==> config.mk <==
export PLATFORM = sky130hd
export DESIGN_NAME = rf_port_ctrl
export DESIGN_NICKNAME = d
export VERILOG_FILES = /design/src/rtl/rf_port_ctrl_pkg.sv /design/src/rtl/rfpc_src_sel.sv /design/src/rtl/rfpc_dst_sel.sv /design/src/rtl/rfpc_bypass.sv /design/src/rtl/rf_port_ctrl.sv
export SDC_FILE = /design/constraint.sdc
export NUM_CORES = 1
export LEC_CHECK = 0
export ABC_CLOCK_PERIOD_IN_PS = 2900
export CAP_MARGIN = 20
export CORE_MARGIN = 3
export CORE_UTILIZATION = 34
export CTS_CLUSTER_DIAMETER = 150
export DETAILED_ROUTE_END_ITERATION = 10
export PLACE_DENSITY = 0.91
export SLEW_MARGIN = 20
export SYNTH_ARGS = -nofsm -noshare
export SYNTH_HDL_FRONTEND = slang
export SYNTH_SLANG_ARGS = --single-unit
==> constraint.sdc <==
create_clock -name clk_i -period 2.9 [get_ports clk_i]
set_clock_uncertainty 0.05 [all_clocks]
set_input_delay 0.58 -clock clk_i [delete_from_list [all_inputs] [get_ports clk_i]]
set_output_delay 0.58 -clock clk_i [all_outputs]
set_load 0.02 [all_outputs]
==> src/rtl/rf_port_ctrl_pkg.sv <==
package rf_port_ctrl_pkg;
  localparam int unsigned RIDX_W   = 4;
  localparam int unsigned NUM_REGS = 1 << RIDX_W;
  localparam logic [RIDX_W-1:0] ZERO_REG = '0;
  localparam logic [RIDX_W-1:0] LINK_REG = RIDX_W'(NUM_REGS - 1);

  typedef logic [RIDX_W-1:0] ridx_t;

  typedef enum logic {
    PH_READ  = 1'b0,
    PH_WRITE = 1'b1
  } phase_e;
endpackage

==> src/rtl/rfpc_src_sel.sv <==
module rfpc_src_sel
  import rf_port_ctrl_pkg::*;
(
  input  ridx_t dc_rd_i,
  input  ridx_t dc_ra_i,
  input  ridx_t dc_rb_i,
  input  logic  dc_two_op_i,
  input  logic  dc_call_i,
  input  logic  dc_store_i,
  output ridx_t src_a_o,
  output ridx_t src_b_o
);
  // A source: an implicit r0 for a call takes priority over the format select.
  always_comb begin
    if (dc_call_i)        src_a_o = ZERO_REG;
    else if (dc_two_op_i) src_a_o = dc_rd_i;
    else                  src_a_o = dc_ra_i;
  end

  // B source: a store reads its data register through the destination field.
  always_comb begin
    src_b_o = dc_store_i ? dc_rd_i : dc_rb_i;
  end
endmodule

==> src/rtl/rfpc_dst_sel.sv <==
module rfpc_dst_sel
  import rf_port_ctrl_pkg::*;
(
  input  ridx_t ex_rd_i,
  input  logic  ex_call_i,
  input  logic  ex_annul_i,
  input  logic  ex_has_result_i,
  output ridx_t ex_dst_o,
  output logic  dst_live_o,
  output logic  wr_ok_o
);
  logic dst_nonzero;

  always_comb begin
    ex_dst_o    = ex_call_i ? LINK_REG : ex_rd_i;
    dst_nonzero = (ex_dst_o != ZERO_REG);
    // A live destination may feed the bypass; a write also needs a real result.
    dst_live_o  = dst_nonzero && !ex_annul_i;
    wr_ok_o     = dst_live_o && ex_has_result_i;
  end
endmodule

==> src/rtl/rfpc_bypass.sv <==
module rfpc_bypass
  import rf_port_ctrl_pkg::*;
(
  input  ridx_t src_a_i,
  input  ridx_t ex_dst_i,
  input  logic  dst_live_i,
  output logic  hit_o
);
  logic [RIDX_W-1:0] bit_eq;

  // Per-bit equality, reduced in one AND tree.
  for (genvar g = 0; g < RIDX_W; g++) begin : g_eq
    assign bit_eq[g] = ~(src_a_i[g] ^ ex_dst_i[g]);
  end

  assign hit_o = dst_live_i && (&bit_eq);
endmodule

==> src/rtl/rf_port_ctrl.sv <==
module rf_port_ctrl
  import rf_port_ctrl_pkg::*;
#(
  parameter int unsigned SYNC_STAGES = 2
) (
  input  logic       clk_i,
  input  logic       rst_n_i,
  input  logic       pipe_en_i,
  input  logic [3:0] dc_rd_i,
  input  logic [3:0] dc_ra_i,
  input  logic [3:0] dc_rb_i,
  input  logic       dc_two_op_i,
  input  logic       dc_call_i,
  input  logic       dc_store_i,
  input  logic [3:0] ex_rd_i,
  input  logic       ex_call_i,
  input  logic       ex_annul_i,
  input  logic       ex_has_result_i,
  output logic [3:0] port_a_o,
  output logic [3:0] port_b_o,
  output logic       fwd_a_o,
  output logic       rf_we_o
);
  // Reset: asserted asynchronously, released through a synchronizer chain.
  logic [SYNC_STAGES-1:0] rst_sync_q;
  logic                   rst_int_n;

  always_ff @(posedge clk_i or negedge rst_n_i) begin
    if (!rst_n_i) rst_sync_q <= '0;
    else          rst_sync_q <= {rst_sync_q[SYNC_STAGES-2:0], 1'b1};
  end
  assign rst_int_n = rst_sync_q[SYNC_STAGES-1];

  // Decode and execute field selection.
  ridx_t src_a, src_b, ex_dst;
  logic  dst_live, wr_ok, hit;

  rfpc_src_sel i_src_sel (
    .dc_rd_i     (dc_rd_i),
    .dc_ra_i     (dc_ra_i),
    .dc_rb_i     (dc_rb_i),
    .dc_two_op_i (dc_two_op_i),
    .dc_call_i   (dc_call_i),
    .dc_store_i  (dc_store_i),
    .src_a_o     (src_a),
    .src_b_o     (src_b)
  );

  rfpc_dst_sel i_dst_sel (
    .ex_rd_i         (ex_rd_i),
    .ex_call_i       (ex_call_i),
    .ex_annul_i      (ex_annul_i),
    .ex_has_result_i (ex_has_result_i),
    .ex_dst_o        (ex_dst),
    .dst_live_o      (dst_live),
    .wr_ok_o         (wr_ok)
  );

  rfpc_bypass i_bypass (
    .src_a_i    (src_a),
    .ex_dst_i   (ex_dst),
    .dst_live_i (dst_live),
    .hit_o      (hit)
  );

  // Phase and write-half controls: next state.
  phase_e phase_q, phase_d;
  logic   fwd_q, fwd_d;
  logic   we_q, we_d;
  logic   ctl_en;

  always_comb begin
    phase_d = (phase_q == PH_READ) ? PH_WRITE : PH_READ;
    ctl_en  = 1'b1;
    if (phase_q == PH_READ) begin
      fwd_d = hit;
      we_d  = pipe_en_i && wr_ok;
    end else begin
      fwd_d = 1'b0;
      we_d  = 1'b0;
    end
  end

  // Phase and write-half controls: registers.
  always_ff @(posedge clk_i or negedge rst_int_n) begin
    if (!rst_int_n) begin
      phase_q <= PH_READ;
      fwd_q   <= 1'b0;
      we_q    <= 1'b0;
    end else if (ctl_en) begin
      phase_q <= phase_d;
      fwd_q   <= fwd_d;
      we_q    <= we_d;
    end
  end

  // Port steering: sources in the read half, destination in the write half.
  always_comb begin
    if (phase_q == PH_WRITE) begin
      port_a_o = ex_dst;
      port_b_o = ex_dst;
    end else begin
      port_a_o = src_a;
      port_b_o = src_b;
    end
  end

  assign fwd_a_o = fwd_q;
  assign rf_we_o = we_q;

  // Both ports address the same register while writing back.
  p_ports_agree_r1: assert property (@(posedge clk_i) disable iff (!rst_int_n)
    (phase_q == PH_WRITE) |-> (port_a_o == port_b_o));

  // Forward never follows an annulled or r0 destination.
  p_fwd_qualified_r5: assert property (@(posedge clk_i) disable iff (!rst_int_n)
    fwd_a_o |-> (!$past(ex_annul_i) && ($past(ex_call_i) || ($past(ex_rd_i) != ZERO_REG))));

  // Write needs the pipeline enable and a real result.
  p_we_qualified_r7: assert property (@(posedge clk_i) disable iff (!rst_int_n)
    rf_we_o |-> ($past(pipe_en_i) && $past(ex_has_result_i) && !$past(ex_annul_i)));

  // Neither control is active in a read half.
  p_ctl_write_half_r9: assert property (@(posedge clk_i) disable iff (!rst_int_n)
    (fwd_a_o || rf_we_o) |-> (phase_q == PH_WRITE));

  // Decode formats that pick the A and B sources never overlap.
  p_fmt_exclusive_r3: assert property (@(posedge clk_i) disable iff (!rst_int_n)
    $onehot0({dc_two_op_i, dc_store_i}));
endmodule

==> out/metrics.csv <==
metric;value;unit
area grow syn2layout;92.1;%
Post-Syn Instances;55;
Crit path arrival time;2.16;ns
Post-synth ARST share;100;%
post-DP HPWL;1.18;mm
# fillers;84;
Initial DRT Pass Iterations;4;
Reg clk slew, reported paths;0.04;ns
vias;576;
drt drc;0;
average size of a mapped cell;8.03;sq um
cts bufs inserted;3;
starting density of the core;38.2;%
Yosys reg bits;5;
# rows;12;
Final Slew Violations;0;
largest net degree at the start of global routing;14;
Via density;5.38;
startpoint type of the worst setup path;primary input;
core area;1160;sq um
synth unique cells;23;
CP Data Required Time;2.27;ns
total gr overflow;0;
clk buf depth;2;
RSZ-0062 raised after global routing;false;
total power divided by cell area;302;nW/um^2
Main synth FF type;dfrtp_1;
Layout Utilization;73.4;%
global-route wire length before repair;2.39;mm
post-synth top area share;28.3;%
Total GRT Usage;17.4;%
FF/Latch Area;125;sq um
Leak Pwr;0.354;nW
warnings from Yosys;0;
Ant. Diodes;0;
Worst VDD drop;0.347;mV
Critical-path top delay cell;clkdlybuf4s50_1;
Final Worst Setup Slack;0.106;ns
Port Buffers;34;
DRT antenna net count;0;
number of global-route vias before repair;539;
Placed Area;802;sq um
htree depth;1;
Setup Buffers After CTS;0;
worst skew pair latency;0.24;ns
Top delay family on crit path;buffers and inverters;
Final setup viols;0;
final instance area;848;sq um
mapped cell area;442;sq um
drt wl/cell;14.1;um
largest cells by area after synthesis;dfrtp_1 (28%), mux2i_1 (16%), o21ai_0 (7.9%), nor2_1 (5.9%), nor3_1 (5.7%);
Die H;42.0;um
initial antenna violation count;0;
initial DRC count;20;
final hold violations;0;
share of cells above drive strength 1;11.8;%
Post-synth EDFFs;0;
Die ar.;1770;sq um
Final Critical Period;2.79;ns
Root Buffer;clkbuf_4;
Max FO, Critical Path;9;
# IOs;35;
area leader, netlist;dfrtp_1;
number of max-cap violations;0;
clock tree sinks;5;
fin crit share;96.3;%
worst-path cell chain;clkdlybuf4s50_1 -> o21ai_0 -> o31ai_1 -> clkdlybuf4s50_1;
Fmax;0.358;GHz
RePlAce Congestion;0.821;
CP Capture Type;output port;
CTS tree;done;
synth cell count leaders;mux2i_1 (7), nor2_1 (7), o21ai_0 (7), dfrtp_1 (5), nor3_1 (5);
Crit path top cell by count;clkdlybuf4s50_1;
NumNets Final;119;
sequential element share of the synthesized area;28.3;%
Final Power;256;uW
Routed WL;1.51;mm
worst min path class;flip-flop to flip-flop;
Critical Path Max Stage Delay;0.65;ns
pre-CTS setup slack;-0.00626;ns
Buf+Inv Stages, Crit Path;2;
CP Class;primary input to output port;
hold slack;0.306;ns
Post-Syn Nets;80;
outcome;complete, no violations;
area occupied by multi-input gates;293;sq um
die width;42.0;um
-- layout by cell type (no fill, tap or decap), drive strengths merged --
cell type      count
a211oi             2
a21oi              3
a31oi              1
and3               1
and3b              1
and4               1
buf                4
clkbuf             4
clkdlybuf4s50     33
conb               1
dfrtp              5
dlygate4sd3        1
dlymetal6s2s       1
inv                1
mux2i              7
nor2               7
nor2b              1
nor3               5
nor4               1
nor4b              1
o2111a             1
o21ai              7
o22ai              1
o31ai              2
or4                1
-- where the power goes --
| group | internal, mW | switching [mW] | leakage [nW] |
|---|---|---|---|
| clock network | 0.0519 | 0.0271 | 0.0150 |
| registers | 0.0716 | 0.000356 | 0.0660 |
| logic | 0.0618 | 0.0434 | 0.273 |
-- registers in the layout, indices dropped and copies added (netlist names) --
name / flops
rst_sync_q: 2
fwd_a_o: 1
phase_q: 1
rf_we_o: 1
-- routing by layer --
metal | routed length [um] | part of all wire, % | global-route usage (%) | vias up
met3 | 132 | 8.7 | 6.87 | 2
met4 | 21 | 1.4 | 3.73 | 0
met5 | 0 | 0 | 0 | -
met1 | 622 | 41 | 20.5 | 258
met2 | 737 | 49 | 29.6 | 35
li1 | - | - | - | 281
-- worst paths after layout --
path                          startpoint       endpoint  slack [ns]  cells after the start
max reg2reg                      phase_q        fwd_a_o        1.71                      2
min in group asynchronous        rst_n_i  rst_sync_q[1]        0.45                      1
max in group asynchronous  rst_sync_q[1]        fwd_a_o        2.13                      1
min                        rst_sync_q[0]  rst_sync_q[1]        0.31                      0
max                            ex_call_i    port_a_o[0]        0.11                      4
min reg2reg                rst_sync_q[0]  rst_sync_q[1]        0.31                      0
-- cells by family (layout without fill, tap and decap cells) --
kind of cell / count (synthesis) / count (layout) / share of synthesized area (%)
compound gates: 17 / 17 / 23.5
buf+inv: 6 / 44 / 7.08
flops: 5 / 5 / 28.3
mux: 7 / 7 / 15.9
other cells: 1 / 1 / 0.849
simple gates: 19 / 19 / 24.4
-- layout make-up --
class / instances / area share (%)
repair buffers: 39 / 45.1
multi-input cells: 44 / 34.5
flip-flops and latches: 5 / 14.7
clock buffers: 4 / 3.10
well taps: 14 / 2.06
inverters: 1 / 0.442
-- repair_timing --
item / 4_1_cts / 5_1_grt
hold endpoints to repair: 3 / 0
hold buffers: 1 / 0
setup endpoints to repair: 0 / 4
resized for setup: 0 / 3
-- stage by stage --
| step | TNS (ns) | instances |
|---|---|---|
| after floorplan | 0 | 55 |
| after global placement | 0 | 102 |
| after detailed placement | -0.00626 | 102 |
| after CTS | 0 | 107 |
| after global routing | 0 | 107 |
| final | 0 | 107 |
Note: power is estimated with default switching activity, not from simulation.
